===== src/rtl/nxpc_pkg.sv =====
package nxpc_pkg;
  localparam int OPC_W = 6;

  localparam logic [OPC_W-1:0] OP_JMP = 6'h02;
  localparam logic [OPC_W-1:0] OP_BEQ = 6'h04;
  localparam logic [OPC_W-1:0] OP_BNE = 6'h05;
  localparam logic [OPC_W-1:0] OP_BLZ = 6'h06;
  localparam logic [OPC_W-1:0] OP_BGZ = 6'h07;

  typedef enum logic [2:0] {
    CMP_NONE,
    CMP_EQ,
    CMP_NE,
    CMP_LEZ,
    CMP_GTZ
  } cmp_kind_e;

  function automatic cmp_kind_e cmp_of_opcode(input logic [OPC_W-1:0] op);
    case (op)
      OP_BEQ:  return CMP_EQ;
      OP_BNE:  return CMP_NE;
      OP_BLZ:  return CMP_LEZ;
      OP_BGZ:  return CMP_GTZ;
      default: return CMP_NONE;
    endcase
  endfunction
endpackage


===== src/rtl/nxpc_cond_eval.sv =====
module nxpc_cond_eval
  import nxpc_pkg::*;
#(
  parameter int XLEN = 32
) (
  input  logic [OPC_W-1:0] opcode,
  input  logic [XLEN-1:0]  op_a,
  input  logic [XLEN-1:0]  op_b,
  output logic             cond
);
  cmp_kind_e kind;
  logic      eq_ab;
  logic      a_neg;
  logic      a_zero;

  assign kind   = cmp_of_opcode(opcode);
  assign eq_ab  = (op_a == op_b);
  assign a_neg  = op_a[XLEN-1];
  assign a_zero = (op_a == '0);

  always_comb begin
    case (kind)
      CMP_EQ:  cond = eq_ab;
      CMP_NE:  cond = !eq_ab;
      CMP_LEZ: cond = a_neg | a_zero;
      CMP_GTZ: cond = !a_neg & !a_zero;
      default: cond = 1'b0;
    endcase
  end
endmodule


===== src/rtl/nxpc_target_gen.sv =====
module nxpc_target_gen #(
  parameter int XLEN   = 32,
  parameter int IMM_W  = 16,
  parameter int JIDX_W = 26
) (
  input  logic [XLEN-1:0] pc,
  input  logic [XLEN-1:0] instr,
  output logic [XLEN-1:0] seq_pc,
  output logic [XLEN-1:0] br_pc,
  output logic [XLEN-1:0] jmp_pc
);
  localparam int REGION_W = XLEN - JIDX_W - 2;
  localparam int EXT_W    = XLEN - IMM_W - 2;

  logic [XLEN-1:0] offs;

  assign seq_pc = pc + XLEN'(4);
  assign offs   = {{EXT_W{instr[IMM_W-1]}}, instr[IMM_W-1:0], 2'b00};
  assign br_pc  = seq_pc + offs;

  generate
    if (REGION_W > 0) begin : g_region
      assign jmp_pc = {pc[XLEN-1 -: REGION_W], instr[JIDX_W-1:0], 2'b00};
    end else begin : g_flat
      assign jmp_pc = XLEN'({instr[JIDX_W-1:0], 2'b00});
    end
  endgenerate
endmodule


===== src/rtl/nxpc_pc_mux.sv =====
module nxpc_pc_mux #(
  parameter int XLEN = 32
) (
  input  logic            sel_jmp,
  input  logic            sel_br,
  input  logic [XLEN-1:0] seq_pc,
  input  logic [XLEN-1:0] br_pc,
  input  logic [XLEN-1:0] jmp_pc,
  output logic [XLEN-1:0] next_pc
);
  always_comb begin
    if (sel_jmp)     next_pc = jmp_pc;
    else if (sel_br) next_pc = br_pc;
    else             next_pc = seq_pc;
  end
endmodule


===== src/rtl/nxpc_unit.sv =====
module nxpc_unit
  import nxpc_pkg::*;
#(
  parameter int XLEN   = 32,
  parameter int IMM_W  = 16,
  parameter int JIDX_W = 26
) (
  input  logic [XLEN-1:0] pc,
  input  logic [XLEN-1:0] instr,
  input  logic [XLEN-1:0] rs_val,
  input  logic [XLEN-1:0] rt_val,
  input  logic            is_branch,
  input  logic            is_jump,
  output logic            cond_met,
  output logic [XLEN-1:0] next_pc
);
  localparam int OPC_LSB = XLEN - OPC_W;

  logic [XLEN-1:0] seq_pc, br_pc, jmp_pc;
  logic            take_br;

  nxpc_cond_eval #(.XLEN(XLEN)) u_cond (
    .opcode (instr[XLEN-1:OPC_LSB]),
    .op_a   (rs_val),
    .op_b   (rt_val),
    .cond   (cond_met)
  );

  nxpc_target_gen #(.XLEN(XLEN), .IMM_W(IMM_W), .JIDX_W(JIDX_W)) u_tgt (
    .pc     (pc),
    .instr  (instr),
    .seq_pc (seq_pc),
    .br_pc  (br_pc),
    .jmp_pc (jmp_pc)
  );

  assign take_br = is_branch & cond_met;

  nxpc_pc_mux #(.XLEN(XLEN)) u_mux (
    .sel_jmp (is_jump),
    .sel_br  (take_br),
    .seq_pc  (seq_pc),
    .br_pc   (br_pc),
    .jmp_pc  (jmp_pc),
    .next_pc (next_pc)
  );
endmodule


===== config.mk =====
export PLATFORM = sky130hd
export DESIGN_NAME = nxpc_unit
export DESIGN_NICKNAME = d
export VERILOG_FILES = /design/src/rtl/nxpc_pkg.sv /design/src/rtl/nxpc_cond_eval.sv /design/src/rtl/nxpc_target_gen.sv /design/src/rtl/nxpc_pc_mux.sv /design/src/rtl/nxpc_unit.sv
export SDC_FILE = /design/constraint.sdc
export NUM_CORES = 1
export LEC_CHECK = 0
export BUFFER_PORTS_ARGS = -buffer_cell sky130_fd_sc_hd__buf_2
export CAP_MARGIN = 20
export CORE_MARGIN = 2
export CORE_UTILIZATION = 30
export DETAILED_ROUTE_END_ITERATION = 6
export SLEW_MARGIN = 25
export SYNTH_ARGS = -nofsm -noshare
export SYNTH_HDL_FRONTEND = slang
export SYNTH_SLANG_ARGS = --single-unit

===== constraint.sdc =====
create_clock -name vclk -period 3.64
set_clock_uncertainty 0.1 [all_clocks]
set_input_delay 0.364 -clock vclk [all_inputs]
set_output_delay 0.364 -clock vclk [all_outputs]
set_load 0.03 [all_outputs]

Yosys cells after proc, flatten, opt, wreduce, memory -nomap -nowiden. Index checks and enable logic that the tools add are counted.

Add/subtract/negate cells: 2. Equal/unequal tests: 9. Mux-type cells: 4. Bitwise gates (word level): 3. Reductions and logical operators: 4.

Operators with widths (number): $mux 32 (2); $add 32x3->32 const B (1); $add 32x32->32 (1); $eq 32x32->1 (1); $logic_not 32->1 (1); $eq 6x3->1 const B (4); $pmux 3 s4 (1); $eq 3x2->1 const B (2); $pmux 1 s4 (1); $eq 3x1->1 const B (1); $eq 3x3->1 const B (1); $logic_not 1->1 (3); $and 1x1->1 (2); $or 1x1->1 (1).

Register bits after elaboration: 0. Bits of input ports: 130. Output and inout bits: 33. Logic and storage cells: 22.

Depth between registers and ports, before layout. Gate-level depths: netlist of the first run.

Depth after elaboration: 7. Depth in mapped cells: 16. Depth with buffers taken out: 15.

Cells and area by module. Synthesis of the first run repeated with hierarchy kept, for this count alone.

Cell total of the unflattened synthesis: 543. Area total of the unflattened synthesis: 3812.4 um^2.

Modules (own cells, without submodules): nxpc_target_gen (instances 1, cells an instance 372, area each 2611.3 um^2, sequential area each 0.0 um^2); nxpc_pc_mux (instances 1, cells an instance 107, area each 714.4 um^2, sequential area each 0.0 um^2); nxpc_cond_eval (instances 1, cells an instance 63, area each 480.5 um^2, sequential area each 0.0 um^2); nxpc_unit (instances 1, cells an instance 1, area each 6.3 um^2, sequential area each 0.0 um^2).

Worst setup path before layout of the first run. Ideal clock, no wire load.

Path type: input to output. From: in pc[9]. To: out next_pc[25]. Data arrival time: 3.653 ns. Required time: 3.176 ns. Slack: -0.477 ns. Stages: 15. Buffers on the path: 0. Path through: and4_1 > and4_1 > and2_1 > nand3_1 > nor2_1 > xor2_1 > ha_1 > nand4_1 > or3_1 > a211o_1 > nand3_1 > a41oi_1 > nor3_1 > nor3_1 > o31ai_1.

Cells in the longest elaborated chain, start to end: 4.

Ends and longest elaborated chain: start: declaration (RTL line nxpc_unit.sv:8) `input logic [XLEN-1:0] pc,`; $add 32x3->32 (*) (RTL line nxpc_target_gen.sv:17) `assign seq_pc = pc + XLEN'(4);`; $add 32x32->32 (RTL line nxpc_target_gen.sv:19) `assign br_pc = seq_pc + offs;`; $mux 32 (*) (RTL line nxpc_pc_mux.sv:13) `else if (sel_br) next_pc = br_pc;`; $mux 32 (*) (RTL line nxpc_pc_mux.sv:12) `if (sel_jmp) next_pc = jmp_pc;`; end: declaration (RTL line nxpc_unit.sv:15) `output logic [XLEN-1:0] next_pc`.

Mark *: on every way between the ends. The rest lies on a longest branch, timed or not.

Worst setup path in the final report of the first run.
From: in pc[9]. To: out next_pc[29].

The elaborated chain is that of the path after synthesis.

==> flow_summary_export.csv, run 1 <==
group,metric,value,unit
die,io_pins,163,
die,num_rows,39,
pwr,total_leakage_power,2.92,nW
routing,num_vias,4943,
layout,regArea,0,um2
global_routing,antenna_found_initial,0,
layout,clock_buffers,0,
sta,worst_pin_slew,0.789,ns
sta,relSlewSlack,0.468,
critical_path,crit_path_start_kind,"primary input",
placed_design,io_buffers,163,
die,die_w,112,um
hold_path,hold_path.class,"in2out",
layout,fillCellCount,1002,
layout,design.seq.count,0,
layout,multi_input_area,4100,um2
critical_path,crit_slowest_cell,"a2111oi_4",
critical_path,critPathLaunch,"pc[9]",
status,outcome,"finished, violations left",
sta,setup_slack,-0.385,ns
routing,drc_errors,0,
routing,ant_nets,0,
die,die_area,12400,um2
placed_design,pre_cts_slack,-0.588,ns
critical_path,cp_cell_sequence,"buf_6, and4_4, and4_4, and2_4, nand3_4, nor2_2, xor2_2, ha_1, a21o_1, a211o_1, a2111oi_4, o22ai_2, nor3_2, xor2_1, a22oi_1, o22a_2, buf_6",
routing,drtIter0Drc,220,
pwr,ir_worst_vdd,0.0801,mV
placed_design,hpwl,11.1,mm
logic_synthesis,syn_inst,502,
critical_path,cp_max_fo,4,
critical_path,critPathArrivalTime,3.56,ns
status,violations,"negative setup slack",
pwr,cellPowerDensity,149,nW/um2
logic_synthesis,synth_cell_type_count,71,
routing,drtPass1Iterations,4,
critical_path,end_kind,"output pin",
sta,hold_ws,0.946,ns
critical_path,cpPeakStageDelay,0.31,ns
run,cap_violations,0,
logic_synthesis,synth_warnings,0,
sta,hold_violations,0,
global_routing,grt_pass1_vias,5014,
critical_path,required,3.18,ns
critical_path,crit_type,"in2out",
logic_synthesis,syn_nets,670,
hold_path,min_path_cells,3,
hold_path,hold_start,"instr[17]",
logic_synthesis,syn_area,3470,um2
global_routing,grt_pass1_wl,22.9,mm
routing,vias_per_cell,5.25,
sta,fmax,248,MHz
global_routing,track_usage,0.214,
hold_path,holdPathEnd,"next_pc[19]",
logic_synthesis,synth_seq_area_share,0,
layout,final_nets,968,
layout,syn_to_final_growth,86.3,%
placed_design,place_congestion,0.897,
layout,fin_util,0.568,
sta,drv_slew,0,
layout,drive_above_1_share,0.550,
sta,period_minus_slack,4.03,ns
die,die_h,112,um
die,initial_core_util,0.305,
clock_network,hold_buffers,0,
global_routing,grt_max_degree,36,
routing,drt_wl_total,14.4,mm
sta,fin_crit_sh,1.11,
die,core,11400,um2
sta,setup_violations,16,
routing,routedWlPerCell,15.2,um
sta,rsz0062_at_grt,"yes",
global_routing,overflow,0,
logic_synthesis,avgSynthCellArea,6.91,um2
[how the worst max path moves through the flow]
stage                   to  cells after the start  slack (ns)
6_report       next_pc[29]                     17       -0.39
5_1_grt        next_pc[29]                     16       -0.54
4_1_cts        next_pc[29]                     17       -0.34
3_5_place_dp   next_pc[25]                     17       -0.59
3_3_place_gp   next_pc[25]                     17       -0.59
2_1_floorplan  next_pc[31]                     15       -0.06
[cell type report]
type                       instances  share of cell area
multi-input combinational        475               0.635
timing repair buffer             313               0.331
inverter                          10             0.00581
antenna                            1            0.000387
tap                              143              0.0277
[worst max-delay path: cells and delay by family]
family | cells | cell delay, ns
AOI/OAI and AO/OA | 6 | 1.26
xor gates and xnor gates | 2 | 0.39
adders and majority gates | 1 | 0.26
buffers and inverters | 2 | 0.21
and+or+nand+nor | 6 | 1.07
[timing repair]
item / CTS / global route
setup endpoints to repair: 18 / 19
buffers inserted: 27 / 10
pin swaps: 55 / 58
gates resized for setup: 106 / 67
[cell usage in the layout (no fill, tap or decap), drive strengths merged, types with 4 or more instances in the layout]
cell type and count:
a21o 16, a21oi 45, and2 8, and3 9, and4 6, buf 313
ha 37, inv 10, mux2i 12, nand2 40, nand3 22, nand3b 5
nand4 14, nor2 44, nor2b 9, nor3 15, nor4 16, o21a 7
o21ai 28, o21bai 4, o22ai 5, or2 4, or3 4, xnor2 31
xor2 44
[kinds of logic after synthesis]
group | synth area share
compound gates | 0.280
mux | 0.0379
xor+xnor | 0.189
fa+ha+maj | 0.139
simple gates | 0.315
buf+inv | 0.0382
[stage by stage]
stage	total power [mW]	setup TNS [ns]	cell area, um2	cells
after global routing	1.03	-5.75	6460	941
after detailed placement	0.764	-7.10	5400	906
after floorplan	0.434	-0.120	3630	502
final	0.960	-3.55	6460	942
after global placement	0.749	-6.57	5400	906
after CTS	0.876	-3.24	6050	933
[power by group]
group	switching, mW	total [mW]	internal (mW)
clock	0	0.0000000368	0.0000000368
sequential	0	0	0
combinational	0.479	0.960	0.480
total	0.479	0.960	0.480
[layer usage]
layer	track usage	wire [um]	share of wire
met1	0.276	6120	0.43
met4	0.0305	104	0.0072
met2	0.396	7420	0.52
met5	0	0	0
met3	0.0169	728	0.051
[cells in the mapped netlist, drive strengths merged (2+ instances only)]
library cell	count	area share
and2	8	0.014
xnor2	31	0.078
and3	9	0.018
a41oi	3	0.0076
a2bb2oi	2	0.0050
ha	37	0.13
a22oi	2	0.0043
nor3	15	0.023
inv	10	0.011
o211ai	2	0.0043
nor4	16	0.029
buf	7	0.017
mux2i	12	0.035
nor2b	9	0.016
a211oi	2	0.0043
or3	4	0.0072
nand3	22	0.032
a21boi	2	0.0043
clkbuf	10	0.011
o22ai	5	0.0090
a2111o	2	0.0065
o21a	7	0.015
nand2b	3	0.0054
nor2	44	0.048
nand4	14	0.027
a21oi	45	0.065
o2111ai	2	0.0050
a221oi	3	0.011
nand3b	5	0.011
nand2	40	0.043
a211o	3	0.0076
or2	4	0.0072
o31ai	2	0.0058
nor4b	2	0.0069
xor2	44	0.11
and4	6	0.015
o21bai	4	0.0087
a21o	16	0.035
a2111oi	3	0.015
o21ai	28	0.040
Power figures use the tool's default switching activity.
==> inputs of run 2 (changes only) <==
CORE_ASPECT_RATIO = 1.25   (was default)
CORE_MARGIN = default   (was 2)
==> run 2 against run 1 <==
- the run ends with design-rule violations, negative setup slack left
- global-route usage grew 1.4 points
- count of clock-buffer cells in the layout is the same
- total power shrank 0.58%
- sequential cell count is the same
- worst setup slack lost 0.046 ns
- die area shrank 3.5%
- final area grew 0.93%
==> flow_summary_export.csv, run 2 (synthesis results as in run 1) <==
group,metric,value,unit
hold_path,hold_path.class,"in2out",
sta,rsz0062_at_grt,"yes",
layout,final_nets,983,
routing,drt_wl_total,14.4,mm
global_routing,antenna_found_initial,0,
pwr,cellPowerDensity,146,nW/um2
die,die_w,98.2,um
pwr,total_leakage_power,2.99,nW
pwr,intPower,0.478,mW
critical_path,crit_path_start_kind,"primary input",
routing,num_vias,5000,
critical_path,cpPeakStageDelay,0.39,ns
pwr,p_sw,0.476,mW
sta,fmax,246,MHz
pwr,pwr-share-clk,0,
global_routing,overflow,0,
global_routing,grt_pass1_wl,22.8,mm
placed_design,placedInstanceArea,5400,um2
global_routing,track_usage,0.228,
die,initial_core_util,0.310,
layout,design_area,6520,um2
routing,drtPass1Iterations,7,
routing,routedWlPerCell,15.2,um
layout,drive_above_1_share,0.538,
pwr,total_power,0.954,mW
sta,hold_violations,0,
critical_path,crit_type,"in2out",
critical_path,critPathArrivalTime,3.61,ns
global_routing,grt_max_degree,30,
layout,design.seq.count,0,
layout,fin_util,0.583,
critical_path,cp_top_family,"simple AND/OR/NAND/NOR gates",
layout,regArea,0,um2
layout,layout_common_cells,"buf_4 (162), buf_2 (134), xor2_1 (40)",
status,violations,"design-rule violations, negative setup slack",
placed_design,io_buffers,163,
pwr,power_frac_comb,1.000,
sta,setup_slack,-0.431,ns
layout,clock_buffers,0,
sta,hold_ws,0.950,ns
die,die_area,12000,um2
layout,diodes,0,
sta,setup-tns-final,-4.15,ns
critical_path,critPathLaunch,"pc[6]",
sta,setup_violations,16,
global_routing,grt_pass1_vias,5107,
die,die_h,122,um
die,io_pins,163,
pwr,ir_worst_vdd,0.0864,mV
critical_path,cp_max_fo,4,
pwr,seq_power_share,0,
critical_path,required,3.18,ns
placed_design,hpwl,11.2,mm
placed_design,place_congestion,0.899,
layout,layout_commonest_cell,"buf_4",
critical_path,cp_cell_sequence,"buf_6, and4_4, and3_4, buf_12, nand4_1, xnor2_2, ha_1, buf_6, nand3_1, or3_1, a211o_1, nand3_2, a41oi_4, nor3_4, nor3_4, o31ai_4, buf_6",
critical_path,end_kind,"output pin",
run,cap_violations,0,
sta,period_minus_slack,4.07,ns
layout,syn_to_final_growth,88.0,%
hold_path,hold_start,"instr[17]",
die,num_rows,43,
sta,drv_slew,0,
sta,worst_pin_slew,0.619,ns
routing,drc_errors,4,
routing,drtIter0Drc,149,
routing,ant_nets,0,
critical_path,crit_buf_inv,4,
critical_path,crit_slowest_cell,"or3_1",
sta,fin_crit_sh,1.12,
pwr,swShare,0.499,
routing,vias_per_cell,5.27,
status,outcome,"finished, violations left",
die,core,11200,um2
sta,relSlewSlack,0.585,
critical_path,crit_top_cell,"buf_6",
[run 2: cell count changes in the layout (fill, tap and decap cells not counted), moves of 3 or more]
cell,delta
a21oi_1,+5
a21oi_2,-6
buf_4,+17
ha_1,+4
ha_4,-3
nor3_4,+3
o21ai_1,-3
o21ai_2,+3
xnor2_2,-4
[run 2: power groups by stage]
stage / logic [mW] / clock network [mW] / registers (mW)
floorplan: 0.434 / 0 / 0
global placement: 0.748 / 0 / 0
detailed placement: 0.760 / 0 / 0
CTS: 0.871 / 0 / 0
global route: 1.03 / 0 / 0
finish: 0.954 / 0 / 0
[run 2: path summary, 6_finish.rpt]
path,endpoint,cells past startpoint,slack (ns)
setup / recovery,next_pc[25],17,-0.43
hold / removal,next_pc[19],3,0.95
[run 2: metrics by stage]
stage,setup slack (ns),std cells
CTS,-0.439,933
floorplan,-0.0589,502
global placement,-0.616,901
finish,-0.431,948
detailed placement,-0.556,901
global route,-0.602,948
[run 2: cell type report]
cell class                 instances  area, um2
fill                            1006       4670
multi-input combinational        475       4060
timing repair buffer             328       2260
tap                              135        169
inverter                          10       37.5
[run 2: repair_timing]
item | in CTS | in global routing
hold buffers | 0 | 0
resized for setup | 107 | 56
endpoints found under the hold margin | 0 | 0
pin swaps | 68 | 52
buffers inserted | 32 | 16
endpoints found under the setup margin | 18 | 19
[run 2: per-layer routing]
metal | vias up | GRT usage | routed length [um] | share of wire
met5 | - | 0 | 0 | 0
met4 | 0 | 0.0560 | 358 | 0.025
met3 | 32 | 0.0108 | 465 | 0.032
met2 | 144 | 0.467 | 8000 | 0.55
met1 | 2319 | 0.253 | 5610 | 0.39
li1 | 2505 | - | - | -
